File: src/rtl/acc_pkg.sv
package acc_pkg;

  typedef enum logic [2:0] {
    PH_FETCH,
    PH_FWAIT,
    PH_DECODE,
    PH_EXEC,
    PH_EWAIT,
    PH_HALT
  } phase_t;

  typedef enum logic [1:0] {
    K_LOAD,
    K_ADD,
    K_STORE,
    K_BAD
  } kind_t;

  localparam int OPC_W = 4;
  localparam logic [OPC_W-1:0] OPC_LOAD  = 4'b0000;
  localparam logic [OPC_W-1:0] OPC_ADD   = 4'b1000;
  localparam logic [OPC_W-1:0] OPC_STORE = 4'b0001;

endpackage

File: src/rtl/acc_decode.sv
module acc_decode
  import acc_pkg::*;
(
  input  logic [OPC_W-1:0] opc,
  output kind_t            kind
);

  always_comb begin
    unique case (opc)
      OPC_LOAD:  kind = K_LOAD;
      OPC_ADD:   kind = K_ADD;
      OPC_STORE: kind = K_STORE;
      default:   kind = K_BAD;
    endcase
  end

endmodule

File: src/rtl/acc_ctrl.sv
module acc_ctrl
  import acc_pkg::*;
(
  input  logic   clk,
  input  logic   rst,
  input  logic   mem_done,
  input  kind_t  kind,
  output phase_t phase,
  output logic   rd_q,
  output logic   wr_q,
  output logic   halt_q
);

  always_ff @(posedge clk) begin
    if (rst) begin
      phase  <= PH_FETCH;
      rd_q   <= 1'b0;
      wr_q   <= 1'b0;
      halt_q <= 1'b0;
    end else begin
      unique case (phase)
        PH_FETCH: begin
          rd_q  <= 1'b1;
          phase <= PH_FWAIT;
        end
        PH_FWAIT: begin
          if (mem_done) begin
            rd_q  <= 1'b0;
            phase <= PH_DECODE;
          end
        end
        PH_DECODE: begin
          phase <= PH_EXEC;
        end
        PH_EXEC: begin
          unique case (kind)
            K_LOAD, K_ADD: begin
              rd_q  <= 1'b1;
              phase <= PH_EWAIT;
            end
            K_STORE: begin
              wr_q  <= 1'b1;
              phase <= PH_EWAIT;
            end
            default: begin
              halt_q <= 1'b1;
              phase  <= PH_HALT;
            end
          endcase
        end
        PH_EWAIT: begin
          if (mem_done) begin
            rd_q  <= 1'b0;
            wr_q  <= 1'b0;
            phase <= PH_FETCH;
          end
        end
        default: begin
          phase <= PH_HALT;
        end
      endcase
    end
  end

endmodule

File: src/rtl/acc_datapath.sv
module acc_datapath
  import acc_pkg::*;
#(
  parameter int DATA_W = 16,
  parameter int ADDR_W = 12
) (
  input  logic               clk,
  input  logic               rst,
  input  phase_t             phase,
  input  kind_t              kind,
  input  logic               mem_done,
  input  logic [DATA_W-1:0]  mem_rdata,
  output logic [ADDR_W-1:0]  mar_q,
  output logic [DATA_W-1:0]  wdata_q,
  output logic [OPC_W-1:0]   opc
);

  logic [ADDR_W-1:0] pc_q;
  logic [DATA_W-1:0] mbr_q;
  logic [DATA_W-1:0] ir_q;
  logic [DATA_W-1:0] acc_q;

  assign opc = ir_q[DATA_W-1 -: OPC_W];

  always_ff @(posedge clk) begin
    if (rst) begin
      pc_q    <= '0;
      mar_q   <= '0;
      mbr_q   <= '0;
      ir_q    <= '0;
      acc_q   <= '0;
      wdata_q <= '0;
    end else begin
      unique case (phase)
        PH_FETCH: mar_q <= pc_q;
        PH_FWAIT: begin
          if (mem_done) begin
            mbr_q <= mem_rdata;
            pc_q  <= pc_q + 1'b1;
          end
        end
        PH_DECODE: ir_q <= mbr_q;
        PH_EXEC: begin
          mar_q   <= ir_q[ADDR_W-1:0];
          wdata_q <= acc_q;
        end
        PH_EWAIT: begin
          if (mem_done) begin
            if (kind == K_LOAD) acc_q <= mem_rdata;
            else if (kind == K_ADD) acc_q <= acc_q + mem_rdata;
          end
        end
        default: ;
      endcase
    end
  end

endmodule

File: src/rtl/acc_core.sv
module acc_core
  import acc_pkg::*;
#(
  parameter int DATA_W = 16,
  parameter int ADDR_W = 12
) (
  input  logic              clk,
  input  logic              rst,
  output logic [ADDR_W-1:0] mem_addr,
  output logic              mem_rd,
  output logic              mem_wr,
  output logic [DATA_W-1:0] mem_wdata,
  input  logic [DATA_W-1:0] mem_rdata,
  input  logic              mem_done,
  output logic              halted
);

  phase_t           phase;
  kind_t            kind;
  logic [OPC_W-1:0] opc;

  acc_decode u_dec (
    .opc  (opc),
    .kind (kind)
  );

  acc_ctrl u_ctrl (
    .clk      (clk),
    .rst      (rst),
    .mem_done (mem_done),
    .kind     (kind),
    .phase    (phase),
    .rd_q     (mem_rd),
    .wr_q     (mem_wr),
    .halt_q   (halted)
  );

  acc_datapath #(
    .DATA_W (DATA_W),
    .ADDR_W (ADDR_W)
  ) u_dp (
    .clk       (clk),
    .rst       (rst),
    .phase     (phase),
    .kind      (kind),
    .mem_done  (mem_done),
    .mem_rdata (mem_rdata),
    .mar_q     (mem_addr),
    .wdata_q   (mem_wdata),
    .opc       (opc)
  );

endmodule

File: config.mk
export PLATFORM = sky130hd
export DESIGN_NAME = acc_core
export DESIGN_NICKNAME = d
export VERILOG_FILES = /design/src/rtl/acc_pkg.sv /design/src/rtl/acc_decode.sv /design/src/rtl/acc_ctrl.sv /design/src/rtl/acc_datapath.sv /design/src/rtl/acc_core.sv
export SDC_FILE = /design/constraint.sdc
export NUM_CORES = 1
export LEC_CHECK = 0
export BUFFER_PORTS_ARGS = -buffer_cell sky130_fd_sc_hd__clkbuf_2
export CAP_MARGIN = 25
export CELL_PAD_IN_SITES_DETAIL_PLACEMENT = 0
export CELL_PAD_IN_SITES_GLOBAL_PLACEMENT = 2
export CORE_MARGIN = 1
export CORE_UTILIZATION = 25
export CTS_CLUSTER_SIZE = 14
export DETAILED_ROUTE_END_ITERATION = 7
export GPL_TIMING_DRIVEN = 0
export PLACE_DENSITY = 0.59
export SYNTH_ARGS = -nofsm -noshare
export SYNTH_HDL_FRONTEND = slang
export SYNTH_SLANG_ARGS = --single-unit
File: constraint.sdc
create_clock -name clk -period 2.6 [get_ports clk]
set_input_delay 0 -clock clk [delete_from_list [all_inputs] [get_ports clk]]
set_output_delay 0 -clock clk [all_outputs]
set_load 0.05 [all_outputs]
# Word-level counts from Yosys, hierarchy flattened

Cells that the tools add are included.
Widths: inputs -> output; s select.

Bits of input ports: 19
Word-level logic and storage cells: 55
Register bits after elaboration: 94
Output and inout port bits: 31

Equality and inequality tests: 13
Muxes and demuxes: 13
Bitwise gates (word level): 1
$add $sub $neg: 2
Reduce and logical (&&, ||, !) cells: 16

Operators with widths:

| kind                  | count |
|---|---|
| $mux 16               | 2 |
| $pmux 12 s2           | 1 |
| $add 16x16->16        | 1 |
| $pmux 3 s5            | 1 |
| $add 12x1->12 const B | 1 |
| $reduce_and 3->1      | 3 |
| $eq 3x2->1 const B    | 2 |
| $mux 3                | 2 |
| $ne 2x1->1 const B    | 3 |
| $pmux 2 s3            | 1 |
| $reduce_and 2->1      | 3 |
| $reduce_bool 2->1     | 3 |
| $eq 4x1->1 const B    | 1 |
| $eq 4x4->1 const B    | 1 |
| $logic_not 4->1       | 1 |
| $mux 1                | 4 |
| $ne 2x2->1 const B    | 2 |
| $reduce_or 2->1       | 2 |
| $eq 3x1->1 const B    | 1 |
| $eq 3x3->1 const B    | 1 |
| $logic_not 3->1       | 1 |
| $pmux 1 s3            | 1 |
| $reduce_bool 3->1     | 1 |
| $reduce_or 3->1       | 1 |
| 5 further kinds       | 5 |

# Depth between registers and ports, before layout

Gate-level depths: netlist of the first run.

Depth in word-level cells: 6
Depth in mapped cells: 9
Gate-level depth less buffers: 9

# Hierarchy

A second synthesis of the first run with hierarchy kept.

Cell total of the unflattened synthesis: 555
Area total of the unflattened synthesis: 4464.3 um^2

Modules (own cells, without submodules):

| module       | cells an instance | sequential area each (um^2) | instances | area an instance (um^2) |
|---|---|---|---|---|
| acc_datapath | 519               | 1761.7                      | 1         | 4147.7 |
| acc_ctrl     | 34                | 120.1                       | 1         | 304.0 |
| acc_decode   | 2                 | 0.0                         | 1         | 12.5 |

# Worst setup path before layout of the first run

No wires, ideal clock.

Path type: register to register
Start point: register u_dp.acc_q[0]
End point: register u_dp.acc_q[14]
Stages on the path, launching flop included: 10
Data arrival time: 2.247 ns
Required time: 2.514 ns
Setup time: 0.086 ns
Period minus slack after synthesis: 2.333 ns
Buffers on the path: 0
Slack: 0.267 ns
Path through: dfxtp_1 > ha_1 > fa_1 > a21o_1 > a221oi_2 > o31ai_2 > a221oi_2 > xnor2_1 > mux2i_1 > a211oi_1

Word-level cells in the longest chain between the ends: 3

RTL lines:

| what                   | line               | text |
|---|---|---|
| from (decl)            | acc_datapath.sv:21 | `logic [DATA_W-1:0] acc_q;` |
| from (signal assigned) | acc_datapath.sv:49 | `if (kind == K_LOAD) acc_q <= mem_rdata;` |
| from (signal assigned) | acc_datapath.sv:50 | `else if (kind == K_ADD) acc_q <= acc_q + mem_rdata;` |
| $add 16x16->16         | acc_datapath.sv:50 |  |
| $mux 16                | acc_datapath.sv:50 |  |
| $mux 16                | acc_datapath.sv:49 |  |

Every way passes these cells. The select of a mux whose other input is x is not followed.
A chain may end at the register's enable or synchronous reset.

# Final worst setup path of the first run

Start point: input mem_rdata[0]
End point: register u_dp.acc_q[14]

Word-level cells in the longest chain between the ends: 3

RTL lines:

| what           | line               | text |
|---|---|---|
| from (decl)    | acc_core.sv:13     | `input logic [DATA_W-1:0] mem_rdata,` |
| $add 16x16->16 | acc_datapath.sv:50 |  |
| $mux 16        | acc_datapath.sv:50 |  |
| $mux 16        | acc_datapath.sv:49 |  |

Every way passes these cells. The select of a mux whose other input is x is not followed.

==> insert_results.sql, run 1 <==
INSERT INTO impl_metrics (metric_group, metric, value, unit) VALUES
('sta', 'report.final.hold_viol_count', '0', ''),
('power', 'vdd.ir_drop.worst', '0.000311', 'V'),
('drt', 'vias', '3926', ''),
('clock_network', 'root_buffer_cell', 'sky130_fd_sc_hd__clkbuf_16', ''),
('yosys', 'distinct_cell_type_count_of_the_synthesized_netlist', '36', ''),
('sta', 'post-route-min-period', '2470', 'ps'),
('global_route', 'track_usage', '0.164', ''),
('worst_setup_path', 'worst_path_largest_cell_delay', '530', 'ps'),
('flow_run', 'maxCapViolations', '0', ''),
('yosys', 'synth.top_cell.area_share', '0.439', ''),
('worst_setup_path', 'critPathTopFamily', 'compound AO/OA/AOI/OAI gates', ''),
('drt', 'routed_wl', '13600', 'um'),
('worst_setup_path', 'critPathBufInv', '2', ''),
('die', 'start_util', '0.257', ''),
('drt', 'dr.pass1.iters', '4', ''),
('global_route', 'first_global_vias', '3775', ''),
('final_layout', 'final_layout_size_suffix_gt1_frac', '0.117', ''),
('worst_setup_path', 'r2r_setup_slack', '140', 'ps'),
('hold_path', 'worst_hold_startpoint', 'rst', ''),
('yosys', 'ys_seq_area_frac', '0.439', ''),
('final_layout', 'final_cell_count_no_fill', '845', ''),
('worst_setup_path', 'worst-r2r-cell-count', '9', ''),
('drt', 'wl_per_cell', '16.0', 'um'),
('sta', 'setup_total_negative_slack', '0', 'ps'),
('worst_setup_path', 'crit-reg2reg-capture', 'u_dp.acc_q[14]$_SDFFE_PP0P_', ''),
('place', 'gp_congestion', '0.823', ''),
('drt', 'route.detailed.drc', '0', ''),
('yosys', 'mappedNetlistArea', '0.00429', 'mm^2'),
('global_route', 'grt_start_max_net_pins', '15', ''),
('die', 'die_width', '133', 'um'),
('yosys', 'postSynthNetCount', '581', ''),
('drt', 'detailedRoute.firstIterationViolations', '168', ''),
('yosys', 'synth_enable_flop_cells', '0', ''),
('power', 'power.density_cell_area', '628', 'mW/mm^2'),
('die', 'core_region_area', '0.0166', 'mm^2'),
('place', 'io_buffers', '48', ''),
('power', 'static_power_due_to_leakage', '1.95', 'nW'),
('clock_network', 'clkSlewWorstSetupHoldPaths', '70', 'ps'),
('sta', 'max_slew.worst_pin.slew', '955', 'ps'),
('worst_setup_path', 'path_cells', 'dlygate4sd3_1 > clkbuf_2 > ha_2 > fa_2 > a21o_1 > a221oi_4 > o31ai_4 > a221oi_2 > xnor2_1 > mux2i_1 > a211oi_2', ''),
('worst_setup_path', 'worst_path_max_delay_cell', 'sky130_fd_sc_hd__dlygate4sd3_1', ''),
('global_route', 'grt_pass1_wl', '21700', 'um'),
('sta', 'report.final.setup_viol', '0', ''),
('worst_setup_path', 'cp.required', '2870', 'ps'),
('yosys', 'avgSynthCellArea', '7.86', 'um^2'),
('hold_path', 'hold_path_depth', '2', ''),
('final_layout', 'finalNetCount', '658', ''),
('hold_path', 'min_path_type', 'input pin to flip-flop', ''),
('sta', 'fin_worst_hold_slack', '82.4', 'ps'),
('power', 'post-layout-total-power', '3.34', 'mW'),
('worst_setup_path', 'timing.critical_path.to_type', 'flip-flop', ''),
('status', 'run_status', 'completed', ''),
('worst_setup_path', 'timing.critical_path.arrival', '2740', 'ps'),
('yosys', 'ys_warn_count', '0', ''),
('final_layout', 'layout-area-overhead-vs-synth', '24.2', '%'),
('clock_network', 'cts.sink_count', '94', ''),
('die', 'die_area', '0.0177', 'mm^2'),
('clock_network', 'clk_latency', '350', 'ps'),
('worst_setup_path', 'crit_fanout', '3', ''),
('sta', 'drv_slew', '0', ''),
('clock_network', 'tritoncts', 'built', ''),
('die', 'die_outline_height', '133', 'um'),
('yosys', 'largest_cells_by_area_after_synthesis', 'sky130_fd_sc_hd__dfxtp_1 44%, sky130_fd_sc_hd__nand2_1 13%, sky130_fd_sc_hd__a21oi_1 8.9%, sky130_fd_sc_hd__ha_1 4.7%, sky130_fd_sc_hd__nor2_1 3.9%', ''),
('worst_setup_path', 'timing.setup.critical_path_class', 'input pin to flip-flop', ''),
('worst_setup_path', 'worst_setup_path_start_kind', 'input pin', ''),
('yosys', 'synth_register_bits', '94', ''),
('global_route', 'antenna_found_initial', '0', ''),
('worst_setup_path', 'reg2reg_from', 'u_dp.acc_q[0]$_SDFFE_PP0P_', ''),
('final_layout', 'most-common-layout-cells', '153 x sky130_fd_sc_hd__nand2_1, 94 x sky130_fd_sc_hd__dfxtp_1, 76 x sky130_fd_sc_hd__a21oi_1', ''),
('sta', 'post-route-period-util', '0.949', ''),
('drt', 'postRouteAntennaNets', '0', '');
## layer usage
metal | global-route usage | wire, um
met1 | 0.217 | 6680
met2 | 0.270 | 6360
met3 | 0.0199 | 314
met4 | 0.0613 | 200
met5 | 0 | 0
## Yosys cell counts, drive strengths merged, types with 5 or more instances
cell / instances
a211oi: 6
a21oi: 76
a311oi: 14
clkbuf: 30
dfxtp: 94
ha: 16
inv: 7
nand2: 153
nor2: 45
nor3: 5
o211ai: 7
o21a: 6
o21ai: 17
or3: 5
xnor2: 9
xor2: 13
## where the power goes
group | internal [mW] | switching [mW]
Combinational | 0.116 | 0.273
Sequential | 1.48 | 0.0273
Clock | 0.858 | 0.585
## worst max-delay path by stage
stage	slack, ps	end	cells past startpoint	from
floorplan	270	u_dp.acc_q[14]$_SDFFE_PP0P_	9	u_dp.acc_q[0]$_SDFFE_PP0P_
global placement	-20	u_dp.acc_q[14]$_SDFFE_PP0P_	9	u_dp.acc_q[0]$_SDFFE_PP0P_
detailed placement	-50	u_dp.acc_q[14]$_SDFFE_PP0P_	9	u_dp.acc_q[0]$_SDFFE_PP0P_
CTS	50	u_dp.acc_q[14]$_SDFFE_PP0P_	9	u_dp.acc_q[0]$_SDFFE_PP0P_
global route	30	u_dp.acc_q[14]$_SDFFE_PP0P_	9	u_dp.acc_q[0]$_SDFFE_PP0P_
finish	130	u_dp.acc_q[14]$_SDFFE_PP0P_	11	mem_rdata[0]
## cell families (layout without fill, tap and decap cells)
family                     after synthesis  count (layout)  share of synthesized area
AOI/OAI and AO/OA                      142             142                      0.206
DFF                                     94              94                      0.439
buffers and inverters                   39             119                     0.0347
adders and majority gates               17              17                     0.0514
xor gates and xnor gates                22              22                     0.0450
muxes                                    4               4                    0.00934
and+or+nand+nor                        227             227                      0.214
## metrics by stage
stage | area [um^2] | util | setup slack, ps
after floorplan | 4290 | - | 267
final | 5320 | 0.320 | 133
after global placement | 4800 | 0.288 | -23.3
after detailed placement | 4800 | 0.288 | -54.8
after CTS | 5310 | 0.319 | 51.2
after global routing | 5320 | 0.320 | 28.0
## registers in the layout (all words and copies together) (netlist names)
register / flops
u_ctrl.halt_q: 1
u_ctrl.phase: 3
u_ctrl.rd_q: 1
u_ctrl.wr_q: 1
u_dp.acc_q: 16
u_dp.ir_q: 16
u_dp.mar_q: 12
u_dp.mbr_q: 16
u_dp.pc_q: 12
u_dp.wdata_q: 16
## cell type report
type / count / area [um^2]
well taps: 220 / 275
plain buffers: 32 / 123
inverters: 7 / 26.3
repair buffers: 66 / 418
fillers: 1862 / 11300
multi-input cells: 412 / 2290
clock inverters: 4 / 72.6
clock buffers: 10 / 239
flip-flops and latches: 94 / 1880
## timing repair
action / in CTS / in global routing
endpoints found under the hold margin: 17 / 0
pin swaps: 1 / 3
endpoints found under the setup margin: 2 / 2
gates resized for setup: 3 / 3
buffers inserted: 1 / 0
gates cloned: 0 / 0
hold buffers: 17 / 0
(Power assumes the default switching activity.)
==> run 2: changes to the inputs <==
--- a/config.mk
+++ b/config.mk
@@ -6,15 +6,16 @@
 export NUM_CORES = 1
 export LEC_CHECK = 0
 export BUFFER_PORTS_ARGS = -buffer_cell sky130_fd_sc_hd__clkbuf_2
-export CAP_MARGIN = 25
 export CELL_PAD_IN_SITES_DETAIL_PLACEMENT = 0
 export CELL_PAD_IN_SITES_GLOBAL_PLACEMENT = 2
+export CORE_ASPECT_RATIO = 1.25
 export CORE_MARGIN = 1
 export CORE_UTILIZATION = 25
 export CTS_CLUSTER_SIZE = 14
 export DETAILED_ROUTE_END_ITERATION = 7
 export GPL_TIMING_DRIVEN = 0
-export PLACE_DENSITY = 0.59
+export PLACE_DENSITY = 0.58
 export SYNTH_ARGS = -nofsm -noshare
 export SYNTH_HDL_FRONTEND = slang
+export SYNTH_HIERARCHICAL = 1
 export SYNTH_SLANG_ARGS = --single-unit
==> insert_results.sql, run 2 <==
INSERT INTO impl_metrics (metric_group, metric, value, unit) VALUES
('power', 'vdd.ir_drop.worst', '0.000250', 'V'),
('yosys', 'synth_top_family_by_area', 'simple AND/OR/NAND/NOR gates', ''),
('global_route', 'grt-ovfl-total', '0', ''),
('clock_network', 'clkSlewWorstSetupHoldPaths', '70', 'ps'),
('yosys', 'mappedNetlistArea', '0.00446', 'mm^2'),
('yosys', 'synth_compound_area_frac', '0.189', ''),
('final_layout', 'finalNetCount', '668', ''),
('worst_setup_path', 'worst_path_max_delay_cell', 'sky130_fd_sc_hd__dfxtp_1', ''),
('die', 'start_util', '0.255', ''),
('sta', 'setup_total_negative_slack', '0', 'ps'),
('die', 'core_region_area', '0.0175', 'mm^2'),
('sta', 'grt_setup_unrepaired', 'false', ''),
('sta', 'drv_slew', '0', ''),
('worst_setup_path', 'cp.required', '2870', 'ps'),
('final_layout', 'most-common-layout-cells', '151 x sky130_fd_sc_hd__nand2_1, 94 x sky130_fd_sc_hd__dfxtp_1, 74 x sky130_fd_sc_hd__a21oi_1', ''),
('drt', 'route.detailed.drc', '0', ''),
('worst_setup_path', 'reg2reg_from', 'u_dp/acc_q[4]$_SDFFE_PP0P_', ''),
('flow_run', 'maxCapViolations', '0', ''),
('worst_setup_path', 'crit_fanout', '6', ''),
('worst_setup_path', 'timing.critical_path.arrival', '2770', 'ps'),
('drt', 'dr.pass1.iters', '4', ''),
('sta', 'fin_worst_skew', '6.94', 'ps'),
('worst_setup_path', 'timing.setup.critical_path_class', 'flip-flop to flip-flop', ''),
('global_route', 'first_global_vias', '3845', ''),
('drt', 'detailedRoute.firstIterationViolations', '235', ''),
('place', 'pre_cts_ws', '50.7', 'ps'),
('drt', 'post_detailed_route_via_to_cell_ratio', '4.63', ''),
('yosys', 'synth.area.mux_share', '0.00813', ''),
('final_layout', 'final_layout_size_suffix_gt1_frac', '0.156', ''),
('final_layout', 'antennaDiodeCount', '0', ''),
('place', 'io_buffers', '49', ''),
('yosys', 'distinct_cell_type_count_of_the_synthesized_netlist', '58', ''),
('yosys', 'synth_enable_flop_cells', '0', ''),
('die', 'number_of_placement_rows', '54', ''),
('yosys', 'synth_area_leader_cell', 'sky130_fd_sc_hd__dfxtp_1', ''),
('global_route', 'track_usage', '0.153', ''),
('final_layout', 'post-route-util', '0.312', ''),
('clock_network', 'clk_latency', '350', 'ps'),
('final_layout', 'layout-area-overhead-vs-synth', '22.4', '%'),
('worst_setup_path', 'critPathTopFamily', 'compound AO/OA/AOI/OAI gates', ''),
('yosys', 'synth.top_cell.area_share', '0.422', ''),
('drt', 'vias', '3978', ''),
('clock_network', 'root_buffer_cell', 'sky130_fd_sc_hd__clkbuf_16', ''),
('die', 'top_level_ports', '50', ''),
('global_route', 'grt_start_max_net_pins', '16', ''),
('final_layout', 'nFillCells', '1937', ''),
('yosys', 'largest_cells_by_area_after_synthesis', 'sky130_fd_sc_hd__dfxtp_1 42%, sky130_fd_sc_hd__nand2_1 13%, sky130_fd_sc_hd__a21oi_1 8.3%, sky130_fd_sc_hd__ha_1 4.5%, sky130_fd_sc_hd__a311oi_1 3.5%', ''),
('power', 'post-layout-total-power', '3.29', 'mW'),
('worst_setup_path', 'path_cells', 'ha_2 > and3_4 > a221oi_4 > o211a_1 > o21ai_2 > a41oi_2 > mux2_2 > a31oi_1', ''),
('hold_path', 'worst_hold_startpoint', 'mem_done', ''),
('final_layout', 'multi_input_comb_area', '0.00237', 'mm^2'),
('global_route', 'antenna_found_initial', '0', ''),
('worst_setup_path', 'worst_path_largest_cell_delay', '390', 'ps'),
('yosys', 'synth_register_bits', '94', ''),
('sta', 'report.final.setup_viol', '0', ''),
('yosys', 'synth_simple_gate_area_share', '0.239', ''),
('place', 'gp_congestion', '0.779', ''),
('sta', 'report.final.hold_viol_count', '0', ''),
('clock_network', 'number_of_buffers_inserted_by_post_cts_setup_repair', '0', ''),
('yosys', 'postSynthNetCount', '591', ''),
('power', 'static_power_due_to_leakage', '2.07', 'nW'),
('yosys', 'synth_flop_cell', 'sky130_fd_sc_hd__dfxtp_1', ''),
('clock_network', 'tritoncts', 'built', ''),
('worst_setup_path', 'worst_setup_path_start_kind', 'flip-flop', ''),
('sta', 'headroom_to_the_max_slew_limit', '0.494', ''),
('yosys', 'xor_and_xnor_area_share_after_synthesis', '0.0412', ''),
('clock_network', 'clk_path_buf_depth', '2', ''),
('die', 'die_width', '122', 'um'),
('worst_setup_path', 'critPathLaunch', 'u_dp/acc_q[4]$_SDFFE_PP0P_', ''),
('sta', 'post-route-min-period', '2500', 'ps'),
('clock_network', 'cts_buffers', '9', ''),
('status', 'run_status', 'completed', ''),
('drt', 'postRouteAntennaNets', '0', ''),
('final_layout', 'register_area', '0.00188', 'mm^2'),
('sta', 'post-route-period-util', '0.960', ''),
('worst_setup_path', 'timing.critical_path.to_type', 'flip-flop', ''),
('yosys', 'cell_types_with_the_highest_counts_after_synthesis', '151 x sky130_fd_sc_hd__nand2_1, 94 x sky130_fd_sc_hd__dfxtp_1, 74 x sky130_fd_sc_hd__a21oi_1, 36 x sky130_fd_sc_hd__nor2_1, 26 x sky130_fd_sc_hd__clkbuf_1', ''),
('yosys', 'synth_most_common_cell', 'sky130_fd_sc_hd__nand2_1', ''),
('die', 'die_outline_height', '151', 'um'),
('worst_setup_path', 'critPathBufInv', '0', ''),
('yosys', 'syn_inst', '555', ''),
('yosys', 'avgSynthCellArea', '8.04', 'um^2'),
('drt', 'routed_wl', '13200', 'um'),
('clock_network', 'htree_num_levels', '3', ''),
('sta', 'max_slew.worst_pin.slew', '757', 'ps'),
('sta', 'final.setup.worst_slack', '104', 'ps'),
('global_route', 'grt_pass1_wl', '20900', 'um'),
('worst_setup_path', 'r2r_setup_slack', '100', 'ps'),
('drt', 'wl_per_cell', '15.3', 'um'),
('power', 'power.density_cell_area', '602', 'mW/mm^2'),
('yosys', 'ys_seq_area_frac', '0.422', ''),
('hold_path', 'min_path_type', 'input pin to flip-flop', ''),
('sta', 'highest_clock_frequency_the_design_can_meet', '401', 'MHz'),
('place', 'dpl.hpwl', '10100', 'um'),
('clock_network', 'cts.sink_count', '94', ''),
('yosys', 'ys_warn_count', '6', ''),
('yosys', 'yosys.area_share.adder', '0.0493', ''),
('final_layout', 'layout_commonest_cell', 'sky130_fd_sc_hd__nand2_1', ''),
('yosys', 'postSynth.asyncResetShare', '0', ''),
('die', 'die_area', '0.0184', 'mm^2');
-- run 2: changes by cell type after synthesis, sizes merged, moves of 4 or more --
cell and delta:
a21o +4, a31oi +5, o21ai -7, buf +9
nand3 +4, nor2 -9, a311oi +4, o21a -5
a211oi -5
-- run 2: metrics by stage --
| stage | hold WS [ps] | instances | area [um^2] |
|---|---|---|---|
| floorplan | 69.1 | 555 | 4460 |
| global placement | 290 | 828 | 4990 |
| detailed placement | 292 | 828 | 4990 |
| CTS | 31.1 | 860 | 5450 |
| global route | 50.0 | 860 | 5470 |
| finish | 44.0 | 860 | 5470 |
-- run 2: final timing paths --
path | endpoint | cells past startpoint
setup / recovery | u_dp/acc_q[15]$_SDFFE_PP0P_ | 8
setup reg to reg | u_dp/acc_q[15]$_SDFFE_PP0P_ | 8
hold / removal | u_ctrl/rd_q$_SDFFE_PP0P_ | 4
hold reg to reg | u_dp/ir_q[14]$_SDFFE_PP0N_ | 2
-- run 2: logic make-up (layout without fill, tap and decap cells) --
family          after synthesis  after routing
simple gates                240            240
buf+inv                      46            127
compound gates              134            134
fa+ha+maj                    17             17
mux                           3              3
xor+xnor                     21             21
flops                        94             94
-- run 2: final cells by class --
type                    count  area share
inverters                   7     0.00481
clock buffers              10      0.0419
repair buffers             66      0.0760
clock inverters             5      0.0105
flip-flops and latches     94       0.344
plain buffers              39      0.0382
well taps                 224      0.0513
multi-input cells         415       0.433
-- run 2: power by group --
part / internal, mW / switching (mW) / leakage, nW / total [mW]
clock: 0.745 / 0.591 / 0.143 / 1.34
combinational: 0.139 / 0.298 / 1.17 / 0.438
sequential: 1.49 / 0.0296 / 0.762 / 1.52
-- run 2: worst register-to-register path, stage by stage, from the launching register on --
cell and delay [ps]:
sky130_fd_sc_hd__dfxtp_1 390, sky130_fd_sc_hd__ha_2 350, sky130_fd_sc_hd__and3_4 210, sky130_fd_sc_hd__a221oi_4 350
sky130_fd_sc_hd__o211a_1 230, sky130_fd_sc_hd__o21ai_2 90, sky130_fd_sc_hd__a41oi_2 300, sky130_fd_sc_hd__mux2_2 380
sky130_fd_sc_hd__a31oi_1 130
-- run 2: repair_timing --
action | 4_1_cts | 5_1_grt
hold buffers | 17 | 0
endpoints found under the setup margin | 0 | 16
resized for setup | 0 | 9
hold endpoints to repair | 29 | 0
-- run 2: per-layer routing --
metal,vias up,part of all wire,track usage
met5,-,0,0
met4,0,0.020,0.0685
met3,17,0.024,0.0260
met2,48,0.51,0.268
met1,1838,0.45,0.183
li1,2075,-,-
